## src/rtl/lpcg_pkg.sv

```systemverilog
package lpcg_pkg;

    localparam int unsigned NPERIPH = 5;
    localparam int unsigned DATA_W  = 32;

    localparam int unsigned IDX_TMR_A = 0;
    localparam int unsigned IDX_TMR_B = 1;
    localparam int unsigned IDX_WDG   = 2;
    localparam int unsigned IDX_UART  = 3;
    localparam int unsigned IDX_I2C   = 4;

    // Peripherals that own a kernel clock (the watchdog has only a bus clock)
    localparam logic [NPERIPH-1:0] KER_PRESENT =
        NPERIPH'((1 << IDX_TMR_A) | (1 << IDX_TMR_B) | (1 << IDX_UART) | (1 << IDX_I2C));

    typedef enum logic [1:0] {
        LP_RUN   = 2'b00,
        LP_SLEEP = 2'b01,
        LP_STOP  = 2'b10,
        LP_RSVD  = 2'b11
    } lp_mode_e;

    typedef struct packed {
        logic secure;
        logic priv;
    } acc_attr_t;

    typedef struct packed {
        logic sec_priv;
        logic nsec_priv;
    } priv_cfg_t;

    // Whether an access with the given attributes may touch one bit
    function automatic logic bit_reachable(input logic bit_secure,
                                           input acc_attr_t attr,
                                           input priv_cfg_t cfg);
        logic dom_ok;
        logic priv_ok;
        dom_ok  = !bit_secure || attr.secure;
        priv_ok = attr.priv || !(bit_secure ? cfg.sec_priv : cfg.nsec_priv);
        return dom_ok && priv_ok;
    endfunction

    function automatic logic is_low_power(input lp_mode_e m);
        return m != LP_RUN;
    endfunction

endpackage

```

## src/rtl/lpcg_access_filter.sv

```systemverilog
module lpcg_access_filter
    import lpcg_pkg::*;
#(
    parameter int unsigned N = NPERIPH
) (
    input  logic [N-1:0] periph_sec,
    input  acc_attr_t    attr,
    input  priv_cfg_t    cfg,
    output logic [N-1:0] acc_mask
);

    for (genvar i = 0; i < N; i++) begin : g_bit
        assign acc_mask[i] = bit_reachable(periph_sec[i], attr, cfg);
    end

endmodule

```

## src/rtl/lpcg_enable_regs.sv

```systemverilog
module lpcg_enable_regs #(
    parameter int unsigned N       = lpcg_pkg::NPERIPH,
    parameter int unsigned WDG_IDX = lpcg_pkg::IDX_WDG
) (
    input  logic         clk,
    input  logic         rst,
    input  logic         wr_en,
    input  logic [N-1:0] wr_bits,
    input  logic [N-1:0] wr_mask,
    input  logic         hw_force,
    output logic [N-1:0] en_q,
    output logic [N-1:0] en_eff
);

    localparam logic [N-1:0] FORCE_ONE = N'(1) << WDG_IDX;

    logic [N-1:0] force_vec;
    logic [N-1:0] en_d;

    assign force_vec = hw_force ? FORCE_ONE : '0;

    always_comb begin
        en_d = en_q;
        if (wr_en) begin
            en_d = (en_q & ~wr_mask) | (wr_bits & wr_mask);
        end
        en_d = en_d | force_vec;
    end

    always_ff @(posedge clk) begin
        if (rst) begin
            en_q <= '0;
        end else begin
            en_q <= en_d;
        end
    end

    assign en_eff = en_q | force_vec;

endmodule

```

## src/rtl/lpcg_clk_gate.sv

```systemverilog
module lpcg_clk_gate
    import lpcg_pkg::*;
#(
    parameter int unsigned   N        = NPERIPH,
    parameter logic [N-1:0]  KER_MASK = KER_PRESENT
) (
    input  lp_mode_e     mode,
    input  logic [N-1:0] en_eff,
    output logic [N-1:0] bus_en,
    output logic [N-1:0] ker_en
);

    logic run_on;
    logic lp_on;

    assign lp_on  = is_low_power(mode);
    assign run_on = !lp_on;

    for (genvar i = 0; i < N; i++) begin : g_gate
        assign bus_en[i] = run_on || (lp_on && en_eff[i]);
        if (KER_MASK[i]) begin : g_ker
            assign ker_en[i] = run_on || (lp_on && en_eff[i]);
        end else begin : g_noker
            assign ker_en[i] = 1'b0;
        end
    end

endmodule

```

## src/rtl/lpcg_ctrl.sv

```systemverilog
module lpcg_ctrl
    import lpcg_pkg::*;
#(
    parameter int unsigned  N        = NPERIPH,
    parameter int unsigned  DW       = DATA_W,
    parameter int unsigned  WDG_IDX  = IDX_WDG,
    parameter logic [N-1:0] KER_MASK = KER_PRESENT
) (
    input  logic          clk,
    input  logic          rst,
    input  logic          wr_en,
    input  logic [DW-1:0] wr_data,
    input  logic          acc_secure,
    input  logic          acc_priv,
    output logic [DW-1:0] rd_data,
    input  logic [N-1:0]  periph_sec,
    input  logic          spriv_en,
    input  logic          nspriv_en,
    input  logic          hw_wdg_opt,
    input  logic [1:0]    lp_mode,
    output logic [N-1:0]  bus_clk_en,
    output logic [N-1:0]  ker_clk_en
);

    acc_attr_t    attr;
    priv_cfg_t    cfg;
    logic [N-1:0] acc_mask;
    logic [N-1:0] en_q;
    logic [N-1:0] en_eff;
    logic         unused_wr_hi;

    assign attr = '{secure: acc_secure, priv: acc_priv};
    assign cfg  = '{sec_priv: spriv_en, nsec_priv: nspriv_en};

    // Upper data bits have no storage behind them
    assign unused_wr_hi = ^wr_data[DW-1:N];

    lpcg_access_filter #(.N(N)) u_filt (
        .periph_sec (periph_sec),
        .attr       (attr),
        .cfg        (cfg),
        .acc_mask   (acc_mask)
    );

    lpcg_enable_regs #(.N(N), .WDG_IDX(WDG_IDX)) u_regs (
        .clk      (clk),
        .rst      (rst),
        .wr_en    (wr_en),
        .wr_bits  (wr_data[N-1:0]),
        .wr_mask  (acc_mask),
        .hw_force (hw_wdg_opt),
        .en_q     (en_q),
        .en_eff   (en_eff)
    );

    lpcg_clk_gate #(.N(N), .KER_MASK(KER_MASK)) u_gate (
        .mode   (lp_mode_e'(lp_mode)),
        .en_eff (en_eff),
        .bus_en (bus_clk_en),
        .ker_en (ker_clk_en)
    );

    assign rd_data = {{(DW-N){1'b0}}, en_eff & acc_mask};

endmodule

```

## config.mk

```make
export PLATFORM = sky130hd
export DESIGN_NAME = lpcg_ctrl
export DESIGN_NICKNAME = d
export VERILOG_FILES = /design/src/rtl/lpcg_pkg.sv /design/src/rtl/lpcg_access_filter.sv /design/src/rtl/lpcg_enable_regs.sv /design/src/rtl/lpcg_clk_gate.sv /design/src/rtl/lpcg_ctrl.sv
export SDC_FILE = /design/constraint.sdc
export NUM_CORES = 1
export LEC_CHECK = 0
export ABC_AREA = 1
export BUFFER_PORTS_ARGS = -buffer_cell sky130_fd_sc_hd__buf_2
export CORE_MARGIN = 4
export CORE_UTILIZATION = 30
export DETAILED_ROUTE_END_ITERATION = 10
export PLACE_DENSITY_LB_ADDON = 0.08
export SYNTH_ARGS = -nofsm -noshare
export SYNTH_HDL_FRONTEND = slang
export SYNTH_SLANG_ARGS = --single-unit
```

## constraint.sdc

```tcl
create_clock -name clk -period 0.8 [get_ports clk]
set_input_delay 0.08 -clock clk [delete_from_list [all_inputs] [get_ports clk]]
set_output_delay 0.08 -clock clk [all_outputs]
set_load 0.03 [all_outputs]
```

# Yosys cells after proc, flatten, opt, wreduce, memory -nomap -nowiden
# Index checks and enable logic that the tools add are counted.
# Widths: inputs -> output; s select.
[word_totals]
reg_bits = 5
word_cells = 52
[op_classes]
n_mux = 7
bitwise_logic = 7
n_reduce_logical = 37
[ops]
columns = ["cell", "n"]
rows = [
  ["$and 5x5->5", 3],
  ["$logic_or 1x1->1", 15],
  ["$or 5x5->5", 3],
  ["$logic_not 1->1", 11],
  ["$logic_and 1x1->1", 10],
  ["$mux 1", 5],
  ["$mux 5", 1],
  ["$not 5->5", 1],
  ["$mux 3", 1],
  ["$reduce_bool 2->1", 1],
]

# Logic depth before layout (Yosys ltp)
# Gate-level depths: netlist of run 1.
[depth]
word_depth = 9
mapped_depth = 8
depth_no_buf = 8

# Modules after synthesis
# From an unflattened synthesis of run 1, not the netlist that was laid out.
[hier_totals]
hier_cells = 122
area_unflattened_um2 = 713.2
[modules_own_cells]
columns = ["module", "n_inst", "cells_per_inst", "area_each_um2"]
rows = [
  ["lpcg_enable_regs", 1, 35, 252.7],
  ["lpcg_ctrl", 1, 38, 244.0],
  ["lpcg_access_filter", 1, 33, 131.4],
  ["lpcg_clk_gate", 1, 16, 85.1],
]

# Worst setup path after synthesis of run 1
# OpenSTA, ideal clock, no wires.
[synth_timing]
kind = "input port to output port"
from = "in spriv_en"
to = "out rd_data[2]"
arrival_ns = 0.869
required_ns = 0.720
setup_slack_ns = -0.149
path_stages = 5
n_path_buf = 0
path_cell_list = "inv_1 -> nand2_1 -> nand3_1 -> nand2_1 -> a21oi_1"
[synth_via]
elab_chain_len = 5
[synth_rtl]
columns = ["item", "line", "text"]
rows = [
  ["start, declared", "lpcg_ctrl.sv:17", "input logic spriv_en,"],
  ["$mux 1", "lpcg_pkg.sv:40", "priv_ok = attr.priv || !(bit_secure ? cfg.sec_priv : cfg.nsec_priv);"],
  ["$logic_not 1->1", "lpcg_pkg.sv:40", ""],
  ["$logic_or 1x1->1", "lpcg_pkg.sv:40", ""],
  ["$logic_and 1x1->1", "lpcg_pkg.sv:41", "return dom_ok && priv_ok;"],
  ["$and 5x5->5", "lpcg_ctrl.sv:63", "assign rd_data = {{(DW-N){1'b0}}, en_eff & acc_mask};"],
  ["end, declared", "lpcg_ctrl.sv:15", "output logic [DW-1:0] rd_data,"],
]
# Every way passes these cells.

# Final worst setup path of run 1
[layout_timing]
from = "reg u_regs.en_q[2]"
to = "out rd_data[2]"
[layout_via]
elab_chain_len = 2
[layout_rtl]
columns = ["item", "line", "text"]
rows = [
  ["start, declared", "lpcg_enable_regs.sv:11", "output logic [N-1:0] en_q,"],
  ["start signal, assigned", "lpcg_enable_regs.sv:34", "en_q <= en_d;"],
  ["$or 5x5->5", "lpcg_enable_regs.sv:38", "assign en_eff = en_q | force_vec;"],
  ["$and 5x5->5", "lpcg_ctrl.sv:63", ""],
]
# Every way passes these cells.

==> results of run 1 <==
## cells by family (layout without fill, tap and decap cells)
logic type	Yosys count	after routing
buffers and inverters	45	52
other	1	28
AOI/OAI and AO/OA	5	5
and+or+nand+nor	52	52
DFF	5	5
## layout make-up
class | instances | area share
tap | 27 | 0.03971
inverter | 13 | 0.05735
sequential | 5 | 0.1250
timing repair buffer | 35 | 0.3103
multi-input combinational | 85 | 0.4368
clock buffer | 4 | 0.03088
## where the power goes
group          total (mW)  internal (mW)  switching (mW)
Combinational       0.694          0.215           0.479
Clock               0.299          0.189           0.110
Sequential          0.285          0.275         0.00992
Total                1.28          0.679           0.598
## metrics by stage
| step | util | total power [mW] |
|---|---|---|
| final | 0.4293 | 1.277 |
| after global routing | 0.4293 | 1.379 |
| after CTS | 0.4198 | 1.269 |
| after detailed placement | 0.3580 | 0.8638 |
| after global placement | 0.3580 | 0.8628 |
| after floorplan | - | 0.8532 |
## cells in the final DEF, fill, tap and decap left out
cell type,instances
clkbuf_4,3
inv_2,6
buf_4,3
clkbuf_1,1
nand4_1,1
nand3_1,8
conb_1,28
dfxtp_2,5
nor2_1,9
inv_1,7
o211ai_1,4
nor2_2,3
or2_2,1
a21oi_2,1
nand2_2,4
buf_6,13
nand2_1,26
buf_2,19
## worst max-delay path, delay by kind of cell, from the launching register on
kind | cells | cell delay, ns
buffers and inverters | 2 | 0.18
AO/OA/AOI/OAI | 1 | 0.12
flip-flops | 1 | 0.32
## worst paths after layout
check        cells past startpoint  slack (ns)            from    endpoint
max                              3       -0.15  u_regs.en_q[2]  rd_data[2]
min                              3        0.06      wr_data[4]    register
max reg2reg                      5        0.08        register    register
min reg2reg                      4        0.54        register    register
## what timing repair did
action                                  CTS  global route
gates resized for setup                  38             7
buffers inserted                          1             0
pin swaps                                 5             3
endpoints found under the setup margin   14            14
## metal layers
metal | GRT usage | share of wire | up-vias
met2 | 0.2231 | 0.52 | 36
met5 | 0 | 0 | -
met1 | 0.1129 | 0.36 | 290
li1 | - | - | 337
met4 | 0.01245 | 0 | 0
met3 | 0.04432 | 0.12 | 0
==> out/metrics.yaml, run 1 <==
routed_wirelength_um: 1604
slew_violations: 0
finalCritPeriodShare: 1.190
start_util: 0.3220
synth_warnings: 0
synthSimpleGateAreaFrac: 0.3294
rows: 16
grt_max_degree: 7
setup_viol: 14
synth_compound_area_frac: 0.05490
crit_arrival_ns: 0.87
clk_latency_ns: 0.24
synth_cells: 108
antenna_found_initial: 0
outcome: "complete, but fails checks"
placed_cells: 164
cts-buffers-inserted: 3
final.setup.tns_ns: -1.700
leakage_nw: 0.5216
gp_congestion: 0.7184
powerDensity_mw_per_mm2: 1501
wl_per_cell_um: 9.491
place_area_um2: 709.4
synth_edf_count: 0
ys.flop_type: "dfxtp_1"
pre_cts_ws_ns: -0.1335
critPathKind: "register to output port"
clock-sinks: 5
hold_viol_final: 0
yosysSeqAreaShare: 0.1569
synth_top_cell_area_share: 0.3765
layout.cells.non_filler: 169
clkTransAtPathRegs_ns: 0.04
startpoint_type: "register"
synthDistinctLibCells: 11
ant_nets: 0
cts_tree: "yes"
area_delta_synth_final_pct: 33.33
fmax_mhz: 1051
multi_input_area_um2: 371.6
die_x_um: 54.12
rsz0062_at_grt: "yes"
fillers: 236
worst_clock_skew_ns: 0
grt_use_total: 0.1134
fin_area_um2: 850.8
yosys-top-cells-count: "32 x buf_4, 30 x nand2_1, 13 x inv_1, 12 x nor2_1, 8 x nand3_1"
synth-xor-area-share: 0
io_pins: 89
synth_top_family_by_area: "buffers and inverters"
yosysMostFrequentCell: "buf_4"
crit_fanout: 2
cp.required_ns: 0.72
dieArea_mm2: 0.002929
cts-root-buf: "clkbuf_4"
io_buffers: 33
cts_buffer_depth: 2
vias_per_cell: 3.923
grt_pass1_wl_um: 2463
drv_cap: 0
drc: 0
crit_slowest_cell: "dfxtp_2"
synthAdderAreaFrac: 0
synthTopCellsByArea: "buf_4 38%, nand2_1 18%, dfxtp_1 16%, inv_1 7.6%, nor2_1 7.1%"
yosys-mux-area-fraction: 0
synthesis.area_um2: 638.1
htreeDepth: 1
holdCritPathClass: "primary input to register"
drt_iter0_markers: 7
syn_area_per_cell_um2: 5.908
cts_hold_buf: 0
vias: 663
diodes: 0
synth_seq_cells: 5
cpPeakStageDelay_ns: 0.32
overflow: 0
fp.dieH_um: 54.12
nets: 190
violations: "negative setup slack"
coreArea_mm2: 0.001982
crit_path_end_kind: "output port"
ys_async_sr_fraction: 0
ff_latch_area_um2: 106.4
post_route_cells_drive_above_1_share: 0.4085
hold_slack_ns: 0.06115
crit_chain: "inv_2 > a21oi_2 > buf_6"
ir_drop_uv: 1013
yosys.area.top_type: "buf_4"
final.min_clock_period_ns: 0.9516
dp_hpwl_um: 1296
setup_slack_ns: -0.1516
firstDrtPassIters: 4
first_global_vias: 655
No activity file was read; power rests on OpenSTA's default activity.
==> run 2, diff against run 1 <==
BUFFER_PORTS_ARGS = -buffer_cell sky130_fd_sc_hd__clkbuf_2   (was -buffer_cell sky130_fd_sc_hd__buf_2)
==> out/metrics.yaml, run 2 (synthesized netlist as in run 1, its figures left out) <==
use_met2: 0.2171
met1_usage: 0.1086
nets: 191
ir_drop_uv: 1146
vias_per_cell: 3.924
rows: 16
placed_cells: 164
fmax_mhz: 1030
layout.cells.non_filler: 170
grt_pass1_wl_um: 2421
power_frac_comb: 0.570
powerDensity_mw_per_mm2: 1432
slew_violations: 0
finalCritPeriodShare: 1.213
leakage_nw: 0.5567
met3_usage: 0.05263
holdCritPathClass: "primary input to register"
cts_tree: "yes"
totalPowerFinal_mw: 1.358
antenna_found_initial: 0
intPower_mw: 0.7348
die_x_um: 54.12
critPathKind: "register to output port"
final.min_clock_period_ns: 0.9705
clock-sinks: 5
cts-buffers-inserted: 3
diodes: 0
final.setup.tns_ns: -1.806
power_frac_seq: 0.214
wl_per_cell_um: 9.512
setup_slack_ns: -0.1705
htreeDepth: 1
gp_congestion: 0.7248
io_buffers: 33
dieArea_mm2: 0.002929
area_delta_synth_final_pct: 48.63
setup_viol: 14
start_util: 0.3220
violations: "negative setup slack"
overflow: 0
first_global_vias: 630
cts_buffer_depth: 2
coreArea_mm2: 0.001982
drt_iter0_markers: 4
crit_path_end_kind: "output port"
most-common-layout-cells: "28 x conb_1, 26 x nand2_1, 19 x clkbuf_2"
clkPwrFrac: 0.216
firstDrtPassIters: 4
p_sw_mw: 0.6237
crit_arrival_ns: 0.89
fin_util: 0.4785
fp.dieH_um: 54.12
cts-root-buf: "clkbuf_4"
rsz0062_at_grt: "yes"
hold_viol_final: 0
post_route_cells_drive_above_1_share: 0.4196
p_sw_frac: 0.4591
clkTransAtPathRegs_ns: 0.04
clk_latency_ns: 0.24
top_usage_layer: "met2"
startpoint_type: "register"
worst_clock_skew_ns: 0
grt_use_total: 0.1136
fin_area_um2: 948.4
ant_nets: 0
drc: 0
dp_hpwl_um: 1298
drv_cap: 0
layout.cells.most_common: "conb_1"
cp.required_ns: 0.72
place_area_um2: 709.4
crit_fanout: 2
io_pins: 89
vias: 667
outcome: "complete, but fails checks"
routed_wirelength_um: 1617
grt_max_degree: 7
## run 2: cell count changes in the layout (fill, tap and decap cells not counted), sizes merged
cell	change
clkbuf	+23
buf	-22
## run 2: worst paths after layout
kind	depth (start not counted)	slack, ns	to	from
worst max-delay path	3	-0.17	rd_data[2]	u_regs.en_q[2]
worst min-delay path	3	0.07	register	wr_data[4]
worst max register to register	5	0.07	register	register
worst min register to register	4	0.55	u_regs.en_q[2]	u_regs.en_q[2]
## run 2: repair_timing
item / CTS / global route
resized for setup: 44 / 23
setup buffers: 2 / 0
pin swaps: 5 / 1
hold buffers: 0 / 0
setup endpoints to repair: 14 / 14
## run 2: final cells by class
cell class	count	area, um2
Tap cell	27	33.78
Sequential cell	5	106.4
Multi-Input combinational cell	85	404.1
Timing Repair Buffer	36	319.1
Fill cell	214	1033
Clock buffer	4	26.28
Inverter	13	58.81
## run 2: power by group through the flow
stage                     registers, mW  logic, mW  clock network [mW]
after floorplan                   0.279      0.574                   0
after global placement            0.280      0.583                   0
after detailed placement          0.281      0.584                   0
after CTS                         0.284      0.710               0.311
after global routing              0.293      0.840               0.328
final                             0.291      0.774               0.293
## run 2: worst max-delay path, cell delays in order (launching register included)
cell,delay (ns)
dfxtp_2,0.32
inv_2,0.04
a21oi_2,0.12
clkbuf_8,0.17
## run 2: per-stage QoR
step	hold WS [ns]	worst slack, ns
floorplan	0.2149	-0.1477
finish	0.06820	-0.1705
global route	0.08455	-0.2170
global placement	0.3111	-0.1274
detailed placement	0.3176	-0.1245
CTS	0.06154	-0.1738
## run 2: metal layers
layer	vias up	part of all wire
met3	0	0.12
met2	35	0.54
met5	-	0
met4	0	0
met1	291	0.34
li1	341	-
==> run 3, diff against run 2 <==
CORE_ASPECT_RATIO = 0.75   (was unset)
==> out/metrics.yaml, run 3 (synthesized netlist as in run 1, its figures left out) <==
outcome: "complete, but fails checks"
violations: "negative setup slack"
antenna_found_initial: 0
area_delta_synth_final_pct: 47.06
drt_iter0_markers: 1
slew_violations: 0
io_buffers: 33
pre_cts_ws_ns: -0.1207
drv_cap: 0
ant_nets: 0
overflow: 0
cts_buffer_depth: 2
dieArea_mm2: 0.002937
setup_viol: 15
grt_max_degree: 7
met3_usage: 0.07008
clkTransAtPathRegs_ns: 0.04
cp.required_ns: 0.72
most-common-layout-cells: "28 x conb_1, 26 x nand2_1, 19 x clkbuf_2"
finalCritPeriodShare: 1.234
worst_clock_skew_ns: 0
regToRegSetupSlack_ns: -0.03
leakage_nw: 0.5588
nets: 192
cts-buffers-inserted: 3
use_met2: 0.1857
ir_drop_uv: 768.2
powerDensity_mw_per_mm2: 1447
totalPowerFinal_mw: 1.358
clock-sinks: 5
post_route_cells_drive_above_1_share: 0.4236
crit_arrival_ns: 0.91
layout.cells.most_common: "conb_1"
dp_hpwl_um: 1268
cts-root-buf: "clkbuf_4"
met1_usage: 0.1285
gp_congestion: 0.7291
die_x_um: 61.26
fin_util: 0.4658
place_area_um2: 705.7
hold_viol_final: 0
startpoint_type: "register"
vias_per_cell: 3.869
cts_tree: "yes"
diodes: 0
rsz0062_at_grt: "yes"
fin_area_um2: 938.4
routed_wirelength_um: 1545
critPathKind: "register to output port"
vias: 650
fmax_mhz: 1013
grt_pass1_wl_um: 2373
setup_slack_ns: -0.1870
htreeDepth: 1
firstDrtPassIters: 3
wl_per_cell_um: 9.196
final.min_clock_period_ns: 0.9870
start_util: 0.3168
clk_latency_ns: 0.24
io_pins: 89
crit_path_end_kind: "output port"
holdCritPathClass: "primary input to register"
rows: 14
coreArea_mm2: 0.002014
fp.dieH_um: 47.94
top_usage_layer: "met2"
first_global_vias: 559
grt_use_total: 0.1141
crit_fanout: 2
drc: 0
## run 3: changes by cell type in the layout (fill, tap and decap cells not counted)
cell,before,now
buf_4,3,4
buf_6,1,0
buf_8,9,8
clkbuf_8,4,6
inv_2,2,4
inv_4,4,2
nor2_2,2,4
nor2_4,2,0
## run 3: layout make-up
class / instances / area (um2)
sequential: 5 / 106.4
inverter: 13 / 53.80
timing repair buffer: 37 / 327.8
tap: 24 / 30.03
fill: 230 / 1076
multi-input combinational: 85 / 394.1
clock buffer: 4 / 26.28
## run 3: power by group
part,switching (mW),internal (mW),total (mW)
Sequential,0.0134,0.275,0.289
Clock,0.114,0.189,0.303
Combinational,0.495,0.271,0.766
Total,0.623,0.735,1.36
## run 3: timing repair
item | in CTS | in global routing
buffers inserted | 2 | 1
setup endpoints to repair | 14 | 14
hold buffers | 0 | 0
resized for setup | 46 | 15
pin swaps | 5 | 3
cloned | 0 | 0
## run 3: stage by stage
step	instances	setup TNS (ns)	hold WS (ns)
3_3_place_gp	161	-1.435	0.3104
4_1_cts	167	-2.048	0.05732
3_5_place_dp	161	-1.673	0.3129
5_1_grt	168	-2.718	0.05119
2_1_floorplan	135	-0.8690	0.2149
6_report	168	-1.994	0.06151
## run 3: worst max-delay path: stages (launching register included)
cell and delay [ns]:
dfxtp_2 0.34, inv_2 0.04, a21oi_2 0.12, clkbuf_8 0.17
## run 3: per-layer routing
metal  vias up  routed length (um)
li1        341                   -
met1       271                 599
met2        38                 707
met3         0                 238
met4         0                   0
met5         -                   0
## run 3: worst paths after layout
kind | to | start | cells after the start
max reg2reg | register | register | 6
min reg2reg | register | register | 4
max | rd_data[2] | u_regs.en_q[2] | 3
min | register | wr_data[0] | 3
